===== src/rtl/mgmt_pkg.sv =====
package mgmt_pkg;

    localparam int PHY_AW  = 5;
    localparam int REG_AW  = 5;
    localparam int MD_W    = 16;
    localparam int REG_CNT = 1 << REG_AW;

    typedef enum logic [1:0] {
        OP_NONE  = 2'd0,
        OP_WRITE = 2'd1,
        OP_READ  = 2'd2,
        OP_RSVD  = 2'd3
    } mgmt_op_e;

    typedef struct packed {
        logic [PHY_AW-1:0] phy;
        logic [REG_AW-1:0] regsel;
        mgmt_op_e          op;
        logic              go;
    } mgmt_cmd_t;

    // bus word indices
    localparam int CSR_CFG   = 0;
    localparam int CSR_CMD   = 1;
    localparam int CSR_WDATA = 2;
    localparam int CSR_RDATA = 3;

    localparam logic [31:0]     CMD_READY   = 32'h0000_0080;
    localparam logic [MD_W-1:0] ABSENT_DATA = 16'hFFFF;
    localparam logic [MD_W-1:0] CTL_SCLR    = 16'h8200;
    localparam logic [MD_W-1:0] STAT_UP     = 16'h782E;
    localparam logic [MD_W-1:0] PART_BASE   = 16'h4001;
    localparam logic [MD_W-1:0] ADV_MODES   = 16'h01E0;

    function automatic mgmt_cmd_t decode_cmd(input logic [31:0] w);
        mgmt_cmd_t c;
        c.phy    = w[28:24];
        c.regsel = w[20:16];
        c.op     = mgmt_op_e'(w[15:14]);
        c.go     = w[11];
        return c;
    endfunction

    function automatic logic [MD_W-1:0] phy_reset_val(input int idx);
        case (idx)
            0:       return 16'h3100;
            2:       return 16'h0300;
            3:       return 16'hE400;
            4:       return 16'h01E1;
            default: return '0;
        endcase
    endfunction

    function automatic logic [MD_W-1:0] diag_word(input logic [MD_W-1:0] adv);
        logic [MD_W-1:0] d;
        d     = '0;
        d[10] = adv[7] | adv[8];
        d[11] = adv[8] | adv[6];
        return d;
    endfunction

endpackage


===== src/rtl/mgmt_phy_model.sv =====
module mgmt_phy_model
    import mgmt_pkg::*;
(
    input  logic              clk_i,
    input  logic              rst_i,
    input  logic              link_i,
    input  logic              wr_en_i,
    input  logic [REG_AW-1:0] addr_i,
    input  logic [MD_W-1:0]   wdata_i,
    output logic [MD_W-1:0]   rdata_o
);

    logic [MD_W-1:0] regs_q [REG_CNT];

    always_ff @(posedge clk_i) begin
        if (rst_i) begin
            for (int i = 0; i < REG_CNT; i++) regs_q[i] <= phy_reset_val(i);
        end else if (wr_en_i) begin
            if (addr_i == '0) begin
                regs_q[0] <= wdata_i & ~CTL_SCLR;
            end else begin
                regs_q[addr_i] <= wdata_i;
                regs_q[0]      <= regs_q[0] & ~CTL_SCLR;
            end
        end
    end

    always_comb begin
        case (addr_i)
            5'd1:    rdata_o = link_i ? STAT_UP : '0;
            5'd5:    rdata_o = PART_BASE | (regs_q[4] & ADV_MODES);
            5'd18:   rdata_o = link_i ? diag_word(regs_q[4]) : '0;
            default: rdata_o = regs_q[addr_i];
        endcase
    end


    ctl_selfclr_chk: assert property (@(posedge clk_i) disable iff (rst_i)
        wr_en_i |=> (regs_q[0][15] == 1'b0 && regs_q[0][9] == 1'b0));


    link_down_stat_chk: assert property (@(posedge clk_i) disable iff (rst_i)
        (!link_i && addr_i == 5'd1) |-> rdata_o == '0);


    partner_fixed_bits_chk: assert property (@(posedge clk_i) disable iff (rst_i)
        (addr_i == 5'd5) |-> (rdata_o[14] && rdata_o[0] && rdata_o[4:1] == '0));

endmodule


===== src/rtl/mgmt_csr.sv =====
module mgmt_csr
    import mgmt_pkg::*;
#(
    parameter int          BUS_AW   = 4,
    parameter logic [4:0]  PHY_ADDR = 5'd7
) (
    input  logic              clk_i,
    input  logic              rst_i,
    input  logic [BUS_AW-1:0] bus_addr_i,
    input  logic [31:0]       bus_wdata_i,
    input  logic              bus_we_i,
    output logic [31:0]       bus_rdata_o,
    output logic              cfg_err_o,
    output logic              xfer_wr_o,
    output logic [REG_AW-1:0] xfer_reg_o,
    output logic [MD_W-1:0]   xfer_wdata_o,
    input  logic [MD_W-1:0]   xfer_rdata_i
);

    localparam logic [BUS_AW-1:0] A_CFG   = BUS_AW'(CSR_CFG);
    localparam logic [BUS_AW-1:0] A_CMD   = BUS_AW'(CSR_CMD);
    localparam logic [BUS_AW-1:0] A_WDATA = BUS_AW'(CSR_WDATA);
    localparam logic [BUS_AW-1:0] A_RDATA = BUS_AW'(CSR_RDATA);

    logic [6:0]      cfg_q;
    logic [31:0]     cmd_q;
    logic [MD_W-1:0] wdata_q;
    logic [MD_W-1:0] rdata_q;

    mgmt_cmd_t cmd_in;
    logic      cmd_wr, present, do_read;

    assign cmd_in  = decode_cmd(bus_wdata_i);
    assign cmd_wr  = bus_we_i && (bus_addr_i == A_CMD);
    assign present = (cmd_in.phy == PHY_ADDR);
    assign do_read = cmd_wr && cmd_in.go && (cmd_in.op == OP_READ);

    assign xfer_wr_o    = cmd_wr && cmd_in.go && (cmd_in.op == OP_WRITE) && present;
    assign xfer_reg_o   = cmd_in.regsel;
    assign xfer_wdata_o = wdata_q;

    always_ff @(posedge clk_i) begin
        if (rst_i) begin
            cfg_q   <= '0;
            cmd_q   <= '0;
            wdata_q <= '0;
            rdata_q <= '0;
        end else begin
            if (bus_we_i && bus_addr_i == A_CFG)   cfg_q   <= bus_wdata_i[6:0];
            if (cmd_wr)                            cmd_q   <= bus_wdata_i;
            if (bus_we_i && bus_addr_i == A_WDATA) wdata_q <= bus_wdata_i[MD_W-1:0];
            if (do_read)
                rdata_q <= present ? xfer_rdata_i : ABSENT_DATA;
            else if (bus_we_i && bus_addr_i == A_RDATA)
                rdata_q <= bus_wdata_i[MD_W-1:0];
        end
    end

    assign cfg_err_o = cfg_q[6] && (cfg_q[5:0] == '0);

    always_comb begin
        case (bus_addr_i)
            A_CFG:   bus_rdata_o = {25'd0, cfg_q};
            A_CMD:   bus_rdata_o = cmd_q | CMD_READY;
            A_WDATA: bus_rdata_o = {16'd0, wdata_q};
            A_RDATA: bus_rdata_o = {16'd0, rdata_q};
            default: bus_rdata_o = '0;
        endcase
    end


    no_xfer_hold_chk: assert property (@(posedge clk_i) disable iff (rst_i)
        (cmd_wr && !(cmd_in.go && cmd_in.op == OP_READ)) |=> $stable(rdata_q));


    absent_read_chk: assert property (@(posedge clk_i) disable iff (rst_i)
        (do_read && cmd_in.phy != PHY_ADDR) |=> rdata_q == ABSENT_DATA);


    cmd_ready_chk: assert property (@(posedge clk_i) disable iff (rst_i)
        (bus_addr_i == A_CMD) |-> bus_rdata_o[7]);


    cfg_err_chk: assert property (@(posedge clk_i) disable iff (rst_i)
        (bus_we_i && bus_addr_i == A_CFG) |=>
            cfg_err_o == ($past(bus_wdata_i[6]) && $past(bus_wdata_i[5:0]) == 6'd0));

endmodule


===== src/rtl/mdio_mgmt_top.sv =====
module mdio_mgmt_top
    import mgmt_pkg::*;
#(
    parameter int          BUS_AW   = 4,
    parameter logic [4:0]  PHY_ADDR = 5'd7
) (
    input  logic              clk_i,
    input  logic              rst_i,
    input  logic [BUS_AW-1:0] bus_addr_i,
    input  logic [31:0]       bus_wdata_i,
    input  logic              bus_we_i,
    output logic [31:0]       bus_rdata_o,
    input  logic              phy_link_i,
    output logic              cfg_err_o
);

    logic              xfer_wr;
    logic [REG_AW-1:0] xfer_reg;
    logic [MD_W-1:0]   xfer_wdata;
    logic [MD_W-1:0]   xfer_rdata;

    mgmt_csr #(
        .BUS_AW   (BUS_AW),
        .PHY_ADDR (PHY_ADDR)
    ) u_csr (
        .clk_i        (clk_i),
        .rst_i        (rst_i),
        .bus_addr_i   (bus_addr_i),
        .bus_wdata_i  (bus_wdata_i),
        .bus_we_i     (bus_we_i),
        .bus_rdata_o  (bus_rdata_o),
        .cfg_err_o    (cfg_err_o),
        .xfer_wr_o    (xfer_wr),
        .xfer_reg_o   (xfer_reg),
        .xfer_wdata_o (xfer_wdata),
        .xfer_rdata_i (xfer_rdata)
    );

    mgmt_phy_model u_phy (
        .clk_i   (clk_i),
        .rst_i   (rst_i),
        .link_i  (phy_link_i),
        .wr_en_i (xfer_wr),
        .addr_i  (xfer_reg),
        .wdata_i (xfer_wdata),
        .rdata_o (xfer_rdata)
    );

endmodule


===== config.mk =====
export PLATFORM = sky130hd
export DESIGN_NAME = mdio_mgmt_top
export DESIGN_NICKNAME = d
export VERILOG_FILES = /design/src/rtl/mgmt_pkg.sv /design/src/rtl/mgmt_phy_model.sv /design/src/rtl/mgmt_csr.sv /design/src/rtl/mdio_mgmt_top.sv
export SDC_FILE = /design/constraint.sdc
export NUM_CORES = 1
export LEC_CHECK = 0
export ABC_AREA = 1
export BUFFER_PORTS_ARGS = -buffer_cell sky130_fd_sc_hd__buf_4
export CORE_MARGIN = 10
export CORE_UTILIZATION = 63
export DETAILED_ROUTE_END_ITERATION = 16
export MAX_ROUTING_LAYER = met4
export PLACE_DENSITY = 0.8
export SETUP_SLACK_MARGIN = 0.1
export SYNTH_ARGS = -nofsm -noshare
export SYNTH_HDL_FRONTEND = slang
export SYNTH_SLANG_ARGS = --single-unit

===== constraint.sdc =====
create_clock -name clk_i -period 4.83 [get_ports clk_i]
set_clock_uncertainty 0.15 [all_clocks]
set_input_delay 1.449 -clock clk_i [delete_from_list [all_inputs] [get_ports clk_i]]
set_output_delay 1.449 -clock clk_i [all_outputs]
set_load 0.02 [all_outputs]

* Word-level counts from Yosys, hierarchy flattened
Memories as Yosys holds them, arrays and structs flattened. Index checks and enable logic that the tools add are counted.
Storage, ports and cells: flip-flop bits (word level) 71, memory bits (writable) 512, input bits 40, output and inout port bits 33, logic and storage cells 67, memories kept 1
Operators by class: equality and inequality tests 10, multiplexer cells 30, bitwise operators 7, reductions and logical operators 15
Memories:
- u_phy.regs_q | words 32, width 16, rd ports 2, clocked after memory_dff 0, write ports 32, RTL line mgmt_phy_model.sv:13 | logic [MD_W-1:0] regs_q [REG_CNT];
Operators with widths (count):
- $mux 16 | 10
- $pmux 32 s4 | 1
- $pmux 16 s3 | 1
- $reduce_or 16->1 | 1
- $mux 15 | 1
- $mux 1 | 13
- $mux 12 | 1
- $eq 5x3->1 const B | 2
- $mux 5 | 2
- $logic_and 1x1->1 | 9
- $mux 9 | 1
- $eq 4x2->1 const B | 2
- $or 1x1->1 | 7
- $logic_not 6->1 | 1
- $eq 5x1->1 const B | 1
- $eq 5x5->1 const B | 1
- $logic_not 5->1 | 1
- $eq 4x1->1 const B | 1
- $logic_not 4->1 | 1
- $eq 2x1->1 const B | 1
- $eq 2x2->1 const B | 1
- $reduce_and 2->1 | 1
- $reduce_bool 2->1 | 1
- $ne 0x0->1 | 1

* Depth between registers and ports, before layout
depth after elaboration 10, depth in mapped cells 15, gate-level depth less buffers 13

* Cells and area by module
A second synthesis with hierarchy kept.
Second synthesis, totals: cell total of the unflattened synthesis 3005, area total of the unflattened synthesis 27010.9 um^2
By module, submodules not included:
- mgmt_phy_model | times used 1, cells each 2521, area each 23497.5 um^2, seq. area each 15374.7 um^2
- mgmt_csr | times used 1, cells each 484, area each 3513.4 um^2, seq. area each 1401.3 um^2

* Worst setup path after synthesis
OpenSTA, ideal clock, no wires.
path type input to output, from input bus_addr_i[3], to output bus_rdata_o[7], arrival 3.122 ns, required time 3.231 ns, slack 0.109 ns, cell stages on the path 5, path buffers 0, path through nor2_1 > inv_1 > nor3_1 > clkinv_1 > o21ai_0
Between the ends: cells in the longest elaborated chain, start to end 2, elaborated cells on any way between the ends 5, classes of those cells 3 x eq/ne; 1 x mux; 1 x reduce/logical
RTL lines:
- from (decl) | RTL line mdio_mgmt_top.sv:9 | input logic [BUS_AW-1:0] bus_addr_i,
- $eq 4x2->1, or another cell as far along | RTL line mgmt_csr.sv:62 | case (bus_addr_i)
- $pmux 32 s4 * | RTL line mgmt_csr.sv:62
- to (decl) | RTL line mdio_mgmt_top.sv:12 | output logic [31:0] bus_rdata_o,
Every way passes the cells marked *; elsewhere a longest branch is shown, timed or not.

* Worst setup path in the final report
from input bus_addr_i[3], to output bus_rdata_o[14]
The elaborated chain is that of the path after synthesis.

==> metrics.txt <==
Syn-to-layout area delta=12.2%; Sw Ratio=22.8%; Syn Area/Cell=9.03 um2; Synth top cells by count=nand2_1, nor2_1, edfxtp_1; mapped cell area=26500 um2; DRC violation count after routing=0; R2R Setup Slk=2.91 ns; Critical R2R Launch=u_phy.regs_q[17][11]$_SDFFCE_PN0P_; pin count of the biggest net entering global routing=136; Fmax=228 MHz; clock tree from TritonCTS=done; Period minus WS final=4.39 ns; status=completed; Gate power share=7.0%; met1 Use GR=39.3%; Max Slew Vio Count=0; Root Buffer Master=clkbuf_16; R2R depth=10; Post-CTS Setup Bufs=0; initial antenna violation count=0; Critical Path Start Type=input pin; P_leak=11.7 nW; non-filler cells, final=3561; slew at the pin closest to its max-slew limit=1.03 ns; relative slew slack=31.0%; Rows=75; Cell Int Power=0.00838 W; WP data required=3.23 ns; post-detail-place hpwl=47.0 mm; YS warnings=0; first-pass GRT wire length=115 mm; top_reg_cell synth=edfxtp_1; Port Buffers=72; clock group share of total power=40.9%; Clock Pin Slew Worst Setup and Hold Paths=0.06 ns; WHS Path Cells=2; max_cap viols=0; number of global-route vias before repair=19900; via count=21100; routability congestion estimate=0.937; sequential fraction of the synthesis area=63.3%; top-count cell post-synth=nand2_1; synth unique cells=33; First-pass DRT Iterations=6; IR drop worst, VDD=0.357 mV; CP Max Fanout=21; die height=225 um; Final setup viols=0; Initial Util=63.4%; count of flip-flops with a built-in enable after synthesis=512; Reg power frac=52.1%; Max H-tree Level=2; layout cell share with drive strength beyond 1=11.1%; CTS buffer count=56; Async SR Flop Fraction=0%; number of routed nets with antenna violations=0; Layout Nets=3016; die area=50600 um2; Hold EP=u_csr.cmd_q[30]$_SDFFE_PP0N_; setup TNS=0 ns; clk buf depth=3; Iter 0 DRT Violations=3335; unrepaired setup endpoints after global routing=false; met3 Resource Use GR=6.12%; total track usage=30.5%; Hold Startpoint=u_csr.cmd_q[30]$_SDFFE_PP0N_; vias per cell=5.93; Worst Hold Class=register to register; area leader, netlist=edfxtp_1; CP Class=input pin to primary output; met2 global-route usage=46.7%; post-CTS resize count=0; Psw=0.00247 W; Die X=225 um; CP endpoint kind=primary output; ant diodes=0; RR Endpoint=u_csr.rdata_q[11]$_SDFFE_PP0P_; Placeable Area=41800 um2; pwr/cell area=365 nW/um2; Overflow after GRT=0; Clk Latency, worst-skew pair=0.61 ns; Worst Path Arrival=2.79 ns; io pins=73; global route hottest layer=met2; post-synth top area share=58.0%; Gate Count Post-Synth=2933; Avg WL per Cell=21.1 um; final hold viol count=0; clock sinks=582; fin crit share=90.9%; largest cells by area after synthesis=edfxtp_1, nand2_1, nor2_1; placed cells=3457; Hold Buf Count CTS=0; Post-Route WL=75.3 mm; post-synthesis register bit count=582
cell type report:
class	instances	area [um2]
fillers	3041	12000
flip-flops and latches	582	16800
inverters	83	314
repair buffers	189	1480
clock inverters	27	236
clock buffers	77	1640
well taps	539	674
multi-input cells	2064	8590
worst max path at each step:
stage                             start                           endpoint  slack [ns]  cells after the start
after CTS                 bus_addr_i[3]                    bus_rdata_o[14]        0.48                      6
after detailed placement  bus_addr_i[3]  u_phy.regs_q[24][4]$_SDFFCE_PN0P_        0.46                     10
after floorplan           bus_addr_i[3]                     bus_rdata_o[7]        0.11                      5
final                     bus_addr_i[3]                    bus_rdata_o[14]        0.44                      6
after global routing      bus_addr_i[3]                     bus_rdata_o[7]        0.29                      7
after global placement    bus_addr_i[3]                     bus_rdata_o[8]        0.52                      7
routing by layer:
layer	up-vias	share of wire [%]
li1	9648	-
met1	9864	37
met2	1384	46
met3	222	13
met4	0	4.3
met5	-	0
per-stage QoR:
stage                     util [%]  setup WS, ns  area (um2)  total power (W)  hold slack (ns)
after detailed placement      66.7         0.462       27800          0.00649            0.302
after global placement        66.7         0.523       27800          0.00647            0.294
after global routing          71.1         0.293       29700           0.0112            0.335
final                         71.1         0.438       29700           0.0109            0.310
after floorplan                  -         0.109       26500          0.00619            0.280
after CTS                     71.1         0.483       29700           0.0108            0.311
flip-flops by register name (all words and copies together) (netlist names):
| register | flops |
|---|---|
| u_phy.regs_q | 512 |
| u_csr.cmd_q | 31 |
| u_csr.rdata_q | 16 |
| u_csr.xfer_wdata_o | 16 |
| u_csr.cfg_q | 7 |
power by group through the flow:
stage / clock (W) / combinational [W] / sequential, W
after floorplan: 0 / 0.000442 / 0.00574
after global placement: 0 / 0.000717 / 0.00576
after detailed placement: 0 / 0.000732 / 0.00576
after CTS: 0.00445 / 0.000737 / 0.00566
after global routing: 0.00467 / 0.000814 / 0.00567
final: 0.00443 / 0.000759 / 0.00566
layout by cell type, fill, tap and decap left out, types with 2 or more instances in the layout:
cell type	instances
clkbuf_8	5
nand4_1	50
clkinvlp_4	2
o22ai_1	7
nor2_2	3
nor2_4	3
inv_2	2
nand2_1	1035
nand2_2	25
o211ai_1	2
nor2_8	4
nand3_1	115
buf_4	184
nor2_1	619
clkinv_2	14
clkbuf_16	61
nor3b_1	2
bufinv_16	4
edfxtp_1	512
conb_1	2
dfxtp_1	70
a221o_1	7
o21ai_0	71
a21oi_1	79
nor3_1	10
inv_1	70
o221ai_1	6
buf_12	5
clkbuf_1	11
or2_2	13
nand2_4	5
clkinv_1	16
cell families after synthesis:
group | share of synthesized area, %
other cells | 0.0142
compound gates | 3.59
flops | 63.3
buf+inv | 4.31
simple gates | 28.8
critical path, stage by stage:
cell      delay (ns)
buf_4           0.11
nor2_1          0.16
nand2_1         0.31
buf_4           0.33
o221ai_1        0.24
buf_4           0.20
(Power assumes the default switching activity.)
